--- config.mk ---
export PLATFORM = sky130hd
export DESIGN_NAME = sysmac_grid
export DESIGN_NICKNAME = d
export VERILOG_FILES = /design/src/rtl/sysmac_pkg.sv /design/src/rtl/sysmac_hop.sv /design/src/rtl/sysmac_acc.sv /design/src/rtl/sysmac_grid.sv
export SDC_FILE = /design/constraint.sdc
export NUM_CORES = 2
export LEC_CHECK = 0
export BUFFER_PORTS_ARGS = -buffer_cell sky130_fd_sc_hd__buf_2
export CORE_MARGIN = 1
export CORE_UTILIZATION = 40
export DETAILED_ROUTE_END_ITERATION = 16
export PLACE_DENSITY = 0.69
export SLEW_MARGIN = 10
export SYNTH_ARGS = -nofsm -noshare
export SYNTH_HDL_FRONTEND = slang
export SYNTH_HIERARCHICAL = 1
export SYNTH_SLANG_ARGS = --single-unit
--- constraint.sdc ---
create_clock -name clk -period 6 [get_ports clk]
set_input_delay 1.2 -clock clk [delete_from_list [all_inputs] [get_ports clk]]
set_output_delay 1.2 -clock clk [all_outputs]
set_load 0.1 [all_outputs]
--- src/rtl/sysmac_pkg.sv ---
package sysmac_pkg;

    localparam int unsigned SM_DIM_DEF  = 4;
    localparam int unsigned SM_OPW_DEF  = 8;
    localparam int unsigned SM_ACCW_DEF = 32;

    // Low bit of lane idx in a packed bus of w-bit lanes
    function automatic int unsigned lane_lo(input int unsigned idx, input int unsigned w);
        return idx * w;
    endfunction

endpackage

--- src/rtl/sysmac_hop.sv ---
// One forwarding stage: operand and its valid flag, one cycle per hop.
module sysmac_hop #(
    parameter int unsigned W = 8
) (
    input  logic         clk,
    input  logic         rst_n,
    input  logic [W-1:0] din,
    input  logic         vin,
    output logic [W-1:0] dout,
    output logic         vout
);

    always_ff @(posedge clk) begin
        if (!rst_n) begin
            dout <= '0;
            vout <= 1'b0;
        end else begin
            dout <= din;
            vout <= vin;
        end
    end

    // data and flag advance together, one cycle per hop, independent of enable
    p_hop_delay_r4: assert property (@(posedge clk) disable iff (!rst_n)
        rst_n |=> (dout == $past(din)) && (vout == $past(vin)));

endmodule

--- src/rtl/sysmac_acc.sv ---
// Per-cell multiply-accumulate with gating and synchronous clear.
module sysmac_acc #(
    parameter int unsigned OPW  = 8,
    parameter int unsigned ACCW = 32
) (
    input  logic            clk,
    input  logic            rst_n,
    input  logic            en,
    input  logic            clr,
    input  logic [OPW-1:0]  a_op,
    input  logic            a_v,
    input  logic [OPW-1:0]  b_op,
    input  logic            b_v,
    output logic [ACCW-1:0] psum
);

    localparam int unsigned PRODW = 2 * OPW;

    logic             fire;
    logic [PRODW-1:0] prod;
    logic [ACCW-1:0]  prod_ext;

    always_comb begin
        fire     = en & a_v & b_v;
        prod     = a_op * b_op;
        prod_ext = ACCW'(prod);
    end

    always_ff @(posedge clk) begin
        if (!rst_n) begin
            psum <= '0;
        end else if (clr) begin
            psum <= '0;
        end else if (fire) begin
            psum <= psum + prod_ext;
        end
    end

    // a qualified edge adds exactly the operand product
    p_mac_add_r2: assert property (@(posedge clk) disable iff (!rst_n)
        (en && a_v && b_v && !clr) |=>
            psum == $past(psum) + ACCW'($past(a_op)) * ACCW'($past(b_op)));

    // without all three qualifiers the sum is held
    p_hold_r3: assert property (@(posedge clk) disable iff (!rst_n)
        (!(en && a_v && b_v) && !clr) |=> $stable(psum));

    // clear wins over accumulation
    p_clear_r5: assert property (@(posedge clk) disable iff (!rst_n)
        clr |=> (psum == '0));

    // accumulation never wraps below the previous sum
    p_no_wrap_r8: assert property (@(posedge clk) disable iff (!rst_n)
        (en && a_v && b_v && !clr) |=> (psum >= $past(psum)));

endmodule

--- src/rtl/sysmac_grid.sv ---
// Output-stationary grid: A flows right, B flows down, sums stay put.
module sysmac_grid
    import sysmac_pkg::*;
#(
    parameter int unsigned ROWS = SM_DIM_DEF,
    parameter int unsigned COLS = SM_DIM_DEF,
    parameter int unsigned OPW  = SM_OPW_DEF,
    parameter int unsigned ACCW = SM_ACCW_DEF
) (
    input  logic                       clk,
    input  logic                       rst_n,
    input  logic                       en,
    input  logic                       clr,
    input  logic [ROWS*OPW-1:0]        a_data,
    input  logic [ROWS-1:0]            a_vld,
    input  logic [COLS*OPW-1:0]        b_data,
    input  logic [COLS-1:0]            b_vld,
    output logic [ROWS*COLS*ACCW-1:0]  result
);

    localparam int unsigned CELLS = ROWS * COLS;
    localparam int unsigned RESW  = CELLS * ACCW;

    // Operand seen at the input of each cell
    logic [OPW-1:0] a_net  [ROWS][COLS];
    logic           a_vnet [ROWS][COLS];
    logic [OPW-1:0] b_net  [ROWS][COLS];
    logic           b_vnet [ROWS][COLS];

    genvar r, c;
    generate
        for (r = 0; r < ROWS; r++) begin : g_row
            for (c = 0; c < COLS; c++) begin : g_col
                // A path: column 0 is the left edge, others take a hop from the left
                if (c == 0) begin : g_a_edge
                    assign a_net[r][c]  = a_data[lane_lo(r, OPW) +: OPW];
                    assign a_vnet[r][c] = a_vld[r];
                end else begin : g_a_hop
                    sysmac_hop #(.W(OPW)) u_a_hop (
                        .clk  (clk),
                        .rst_n(rst_n),
                        .din  (a_net[r][c-1]),
                        .vin  (a_vnet[r][c-1]),
                        .dout (a_net[r][c]),
                        .vout (a_vnet[r][c])
                    );
                end

                // B path: row 0 is the top edge, others take a hop from above
                if (r == 0) begin : g_b_edge
                    assign b_net[r][c]  = b_data[lane_lo(c, OPW) +: OPW];
                    assign b_vnet[r][c] = b_vld[c];
                end else begin : g_b_hop
                    sysmac_hop #(.W(OPW)) u_b_hop (
                        .clk  (clk),
                        .rst_n(rst_n),
                        .din  (b_net[r-1][c]),
                        .vin  (b_vnet[r-1][c]),
                        .dout (b_net[r][c]),
                        .vout (b_vnet[r][c])
                    );
                end

                logic [ACCW-1:0] cell_sum;

                sysmac_acc #(.OPW(OPW), .ACCW(ACCW)) u_acc (
                    .clk  (clk),
                    .rst_n(rst_n),
                    .en   (en),
                    .clr  (clr),
                    .a_op (a_net[r][c]),
                    .a_v  (a_vnet[r][c]),
                    .b_op (b_net[r][c]),
                    .b_v  (b_vnet[r][c]),
                    .psum (cell_sum)
                );

                // row-major placement
                assign result[lane_lo(r * COLS + c, ACCW) +: ACCW] = cell_sum;
            end
        end
    endgenerate

    // first cycle out of reset shows an all-zero result bus
    p_reset_zero_r1: assert property (@(posedge clk) disable iff (!rst_n)
        $rose(rst_n) |-> (result == {RESW{1'b0}}));

endmodule

Word level (Yosys, flattened, before mapping)
Index checks and enable logic that the tools add are counted.

Register bits after elaboration: 728. Input bits: 76. Logic and storage cells: 130.

Add/subtract/negate cells: 16. Multiply operators: 16. Bitwise gates (word level): 33. Reduce and logical (&&, ||, !) cells: 1.

Operators with widths (number): $add 32x16->32 (16); $mul 8x8->16 (16); $and 1x1->1 (32); $reduce_or 2->1 (1); $not 1->1 (1).

Logic depth before layout (Yosys ltp)
Depth after elaboration: 2. Gate-level depth with buffers: 18.

Hierarchy
Netlist, hierarchy kept.

Modules (own cells, without submodules): sysmac_acc at g_row[0].g_col[0].u_acc ... (times used 6, cells an instance 504, area an instance 4162.7 µm²); sysmac_acc at g_row[2].g_col[3].u_acc ... (times used 4, cells an instance 502, area an instance 4090.2 µm²); sysmac_acc at g_row[1].g_col[3].u_acc ... (times used 3, cells an instance 487, area an instance 4033.9 µm²); sysmac_hop (times used 24, cells an instance 18, area an instance 236.5 µm²); sysmac_acc at g_row[2].g_col[2].u_acc (times used 1, cells an instance 526, area an instance 4310.4 µm²); sysmac_acc at g_row[3].g_col[3].u_acc (times used 1, cells an instance 502, area an instance 4111.4 µm²); sysmac_acc at g_row[0].g_col[1].u_acc (times used 1, cells an instance 486, area an instance 4035.1 µm²).

Worst setup path after synthesis
No wires, ideal clock.

Path kind: input -> register. Start point: input b_data[4]. End point: register g_row[0].g_col[0].u_acc.psum[17]. Library setup time: 0.132 ns. Arrival time: 5.003 ns. Data required time: 5.868 ns. Path slack: 0.865 ns. Stages: 15. Path buffers: 1. Path through: and2_1 > fa_1 > inv_1 > fa_1 > fa_1 > fa_1 > inv_1 > ha_1 > buf_2 > a21o_1 > a21oi_2 > a211oi_4 > or4_1 > nand3_1 > a21oi_1.

Word-level cells in the longest chain between the ends: 2.

RTL lines: from (decl) (RTL line sysmac_grid.sv:16) `input logic [COLS*OPW-1:0] b_data,`; $mul 8x8->16 (RTL line sysmac_acc.sv:25) `prod = a_op * b_op;`; $add 32x16->32 (RTL line sysmac_acc.sv:35) `psum <= psum + prod_ext;`; to (signal assigned) (RTL line sysmac_acc.sv:35); to (decl) (RTL line sysmac_acc.sv:14) `output logic [ACCW-1:0] psum`.

No other way between the ends. A chain may end at the register's enable or synchronous reset.

Final worst setup path
Start point: register g_row[2].g_col[3].g_b_hop.u_b_hop.dout[0]. End point: register g_row[2].g_col[3].u_acc.psum[18].

Word-level cells in the longest chain between the ends: 2.

RTL lines: from (decl) (RTL line sysmac_hop.sv:9) `output logic [W-1:0] dout,`; from (signal assigned) (RTL line sysmac_hop.sv:18) `dout <= din;`; $mul 8x8->16 (RTL line sysmac_acc.sv:25); $add 32x16->32 (RTL line sysmac_acc.sv:35); to (signal assigned) (RTL line sysmac_acc.sv:35); to (decl) (RTL line sysmac_acc.sv:14).

No other way between the ends.

==> results by group <==
Cells and area
  • Fillers: 17176
  • Share of cells above drive strength 1: 0.105
  • Layout area overhead: 12.3%
  • Fin nets: 10520
  • Non-Filler Instances: 11414
  • Finished Core Util: 0.454

Pwr
  • Leak Pwr: 38.9 nW
  • PD cells: 172 nW/um^2
  • Peak supply drop: 0.204 mV

Global route
  • Met2 usage: 0.382
  • M1 GR Usage: 0.279
  • First-pass GRT wire length: 327000 microns
  • Routing usage on met3: 0.0328
  • Largest net degree at the start of global routing: 93
  • Antenna violations before repair: 14
  • Gr ovfl total: 0
  • GR peak layer: met2
  • Total track usage: 0.225
  • Vias in the first global route: 60005

Synthesis
  • Top cell type's share of synthesized area: 0.224
  • Commonest cells post-synth: inv_1, nand2_1, and2_1, fa_1, dfxtp_1
  • Synth top area cells: fa_1, dfxtp_1, ha_1
  • Unique masters post-synth: 96
  • Commonest register cell after synthesis: dfxtp_1
  • Seq/Total Area, Yosys: 0.204
  • Count leader, synth: inv_1
  • Async set-reset flop share out of synthesis: 0
  • Yosys top cell by area: fa_1
  • Mapped Nets: 9971
  • Synth Cell Area: 71600 sq um
  • Ys Warns: 6
  • Post-synth EDFFs: 0
  • Avg Inst Size Synth: 8.48 sq um
  • Mapped Cells: 8439
  • Flops & latches, synth: 728

Timing
  • WHS: 466 ps
  • Fin. max-slew vios: 0
  • Worst Skew: 43.0 ps
  • Setup TNS: 0 ps
  • Fmax: 0.199 GHz
  • RSZ-0062 raised after global routing: false
  • Max-slew headroom: 0.193
  • Final setup viols: 0
  • Worst slew pin tran: 1210 ps
  • Tmin final: 5020 ps
  • Hold Vio Cnt, Final: 0
  • Period Utilization, post-route: 0.836

Clock network
  • Worst-path clk slew: 60 ps
  • Root Driver: clkbuf_16
  • CTS resizes: 0
  • Hold_buf cts: 0
  • CTS buffer count: 96
  • TritonCTS clock tree: built
  • Clock net sink count: 728
  • Longest Clk Path Bufs: 3
  • Htree depth: 3
  • Worst-Skew Late Latency: 750 ps
  • Post-CTS Setup Inserts: 0

Worst setup path
  • Slowest stage delay, CP: 700 ps
  • Crit path max-delay family: adder cells
  • Crit-path cells: nand2_1 -> fa_1 -> inv_1 -> fa_1 -> inv_1 -> fa_1 -> fa_1 -> inv_1 -> ha_1 -> a21o_2 -> a21oi_2 -> a32oi_2 -> a211oi_2 -> o21ai_0 -> a21oi_1
  • Critical Path End Type: register
  • CP Buf/Inv Count: 3
  • Arrival @ worst endpoint: 5670 ps
  • Crit Path Category: reg -> reg
  • Maximum fanout along the worst path: 14
  • Highest-delay cell along the critical path: a211oi_2
  • Worst Path Required: 6650 ps
  • CP dominant cell by count: fa_1
  • CP startpoint kind: register

Drt
  • DRC: 0
  • Final WL: 205000 microns
  • WL per Instance: 18.0 microns
  • Via density: 5.24
  • DR pass1 iterations: 6
  • Iter 0 DRT Violations: 3717
  • Vias: 59800
  • Antenna-violating nets left: 0

Job
  • MaxCap Viol Count: 0

Floorplanning
  • Starting Density: 0.405
  • I/O pin count: 588
  • DIE WIDTH: 425 microns
  • Core area: 177000 sq um
  • Die H: 425 microns
  • Die area: 181000 sq um
  • Rows: 154

Placement
  • Routability cong.: 0.935
  • PortBufs: 587
  • Hpwl dp: 163000 microns
  • Placed cells: 11230

Min path
  • HP Class: reg -> reg

Outcome
  • Status: complete, no violations
-- cells in the final DEF, fill, tap and decap left out, drive strengths merged, types with 112 or more instances in the layout --
cell    Yosys  layout
buf        68     631
inv      1575    1578
nand4     112     112
a21oi     565     565
ha        656     656
dfxtp     728     728
nand3     189     189
fa        800     800
clkbuf    113     126
o21ai     228     228
and2      822     822
nor2      198     198
xnor2     122     122
nand2    1145    1145
-- state kept, by name, summed over array words and instances (netlist names) --
| name | cells |
|---|---|
| g_row.g_col.u_acc/psum | 512 |
| g_row.g_col.g_b_hop.u_b_hop/dout | 96 |
| g_row.g_col.g_a_hop.u_a_hop/dout | 96 |
| g_row.g_col.g_a_hop.u_a_hop/vout | 12 |
| g_row.g_col.g_b_hop.u_b_hop/vout | 12 |
-- kinds of logic after synthesis --
logic type,synth area share
adder cells (fa/ha/maj),0.338
flip-flops,0.204
multiplexers,0.00448
XOR/XNOR,0.0208
AO/OA/AOI/OAI,0.125
buffers and inverters,0.0941
AND/OR/NAND/NOR,0.213
-- power breakdown --
| group | switching [mW] | internal, mW | total, mW |
|---|---|---|---|
| sequential | 0.173 | 4.90 | 5.08 |
| combinational | 1.55 | 0.922 | 2.47 |
| clock | 2.48 | 3.80 | 6.28 |
| total | 4.21 | 9.62 | 13.8 |
-- worst paths after layout --
path / to / from / depth (start not counted) / slack (ps)
setup / recovery: g_row[2].g_col[3].u_acc/psum[18] / g_row[2].g_col[3].g_b_hop.u_b_hop/dout[0] / 15 / 980
hold / removal: g_row[3].g_col[3].u_acc/psum[9] / g_row[3].g_col[3].u_acc/psum[9] / 2 / 470
setup reg to reg: g_row[2].g_col[3].u_acc/psum[18] / g_row[2].g_col[3].g_b_hop.u_b_hop/dout[0] / 15 / 980
hold reg to reg: g_row[3].g_col[3].u_acc/psum[9] / g_row[3].g_col[3].u_acc/psum[9] / 2 / 470
-- tightest hold or removal path, cell delays in order, from the launching register on --
cell and delay, ps:
dfxtp_1 320, nand2_1 50, a21oi_1 50
-- metrics by stage --
| step | cell area [sq um] | worst slack (ps) | power [mW] |
|---|---|---|---|
| final | 80400 | 983 | 13.8 |
| after global routing | 80400 | 662 | 14.5 |
| after CTS | 80400 | 961 | 14.0 |
| after detailed placement | 77000 | 342 | 7.64 |
| after global placement | 77000 | 386 | 7.57 |
| after floorplan | 71600 | 865 | 6.95 |
-- layout make-up --
class / instances / area (sq um) / share of cell area
diodes: 7 / 17.5 / 0.000218
clock buffers: 125 / 2720 / 0.0338
repair buffers: 632 / 3280 / 0.0409
inverters: 1575 / 5910 / 0.0735
well taps: 2340 / 2930 / 0.0364
multi-input cells: 5955 / 50300 / 0.625
flip-flops and latches: 728 / 14600 / 0.181
clock inverters: 52 / 692 / 0.00861
-- metal layers --
metal / vias to the layer above / wire length [microns]
met4: 16 / 10800
met3: 387 / 10700
met2: 1741 / 98600
li1: 28476 / -
met5: - / 108
met1: 29180 / 85200
Note: power is estimated with default switching activity, not from simulation.
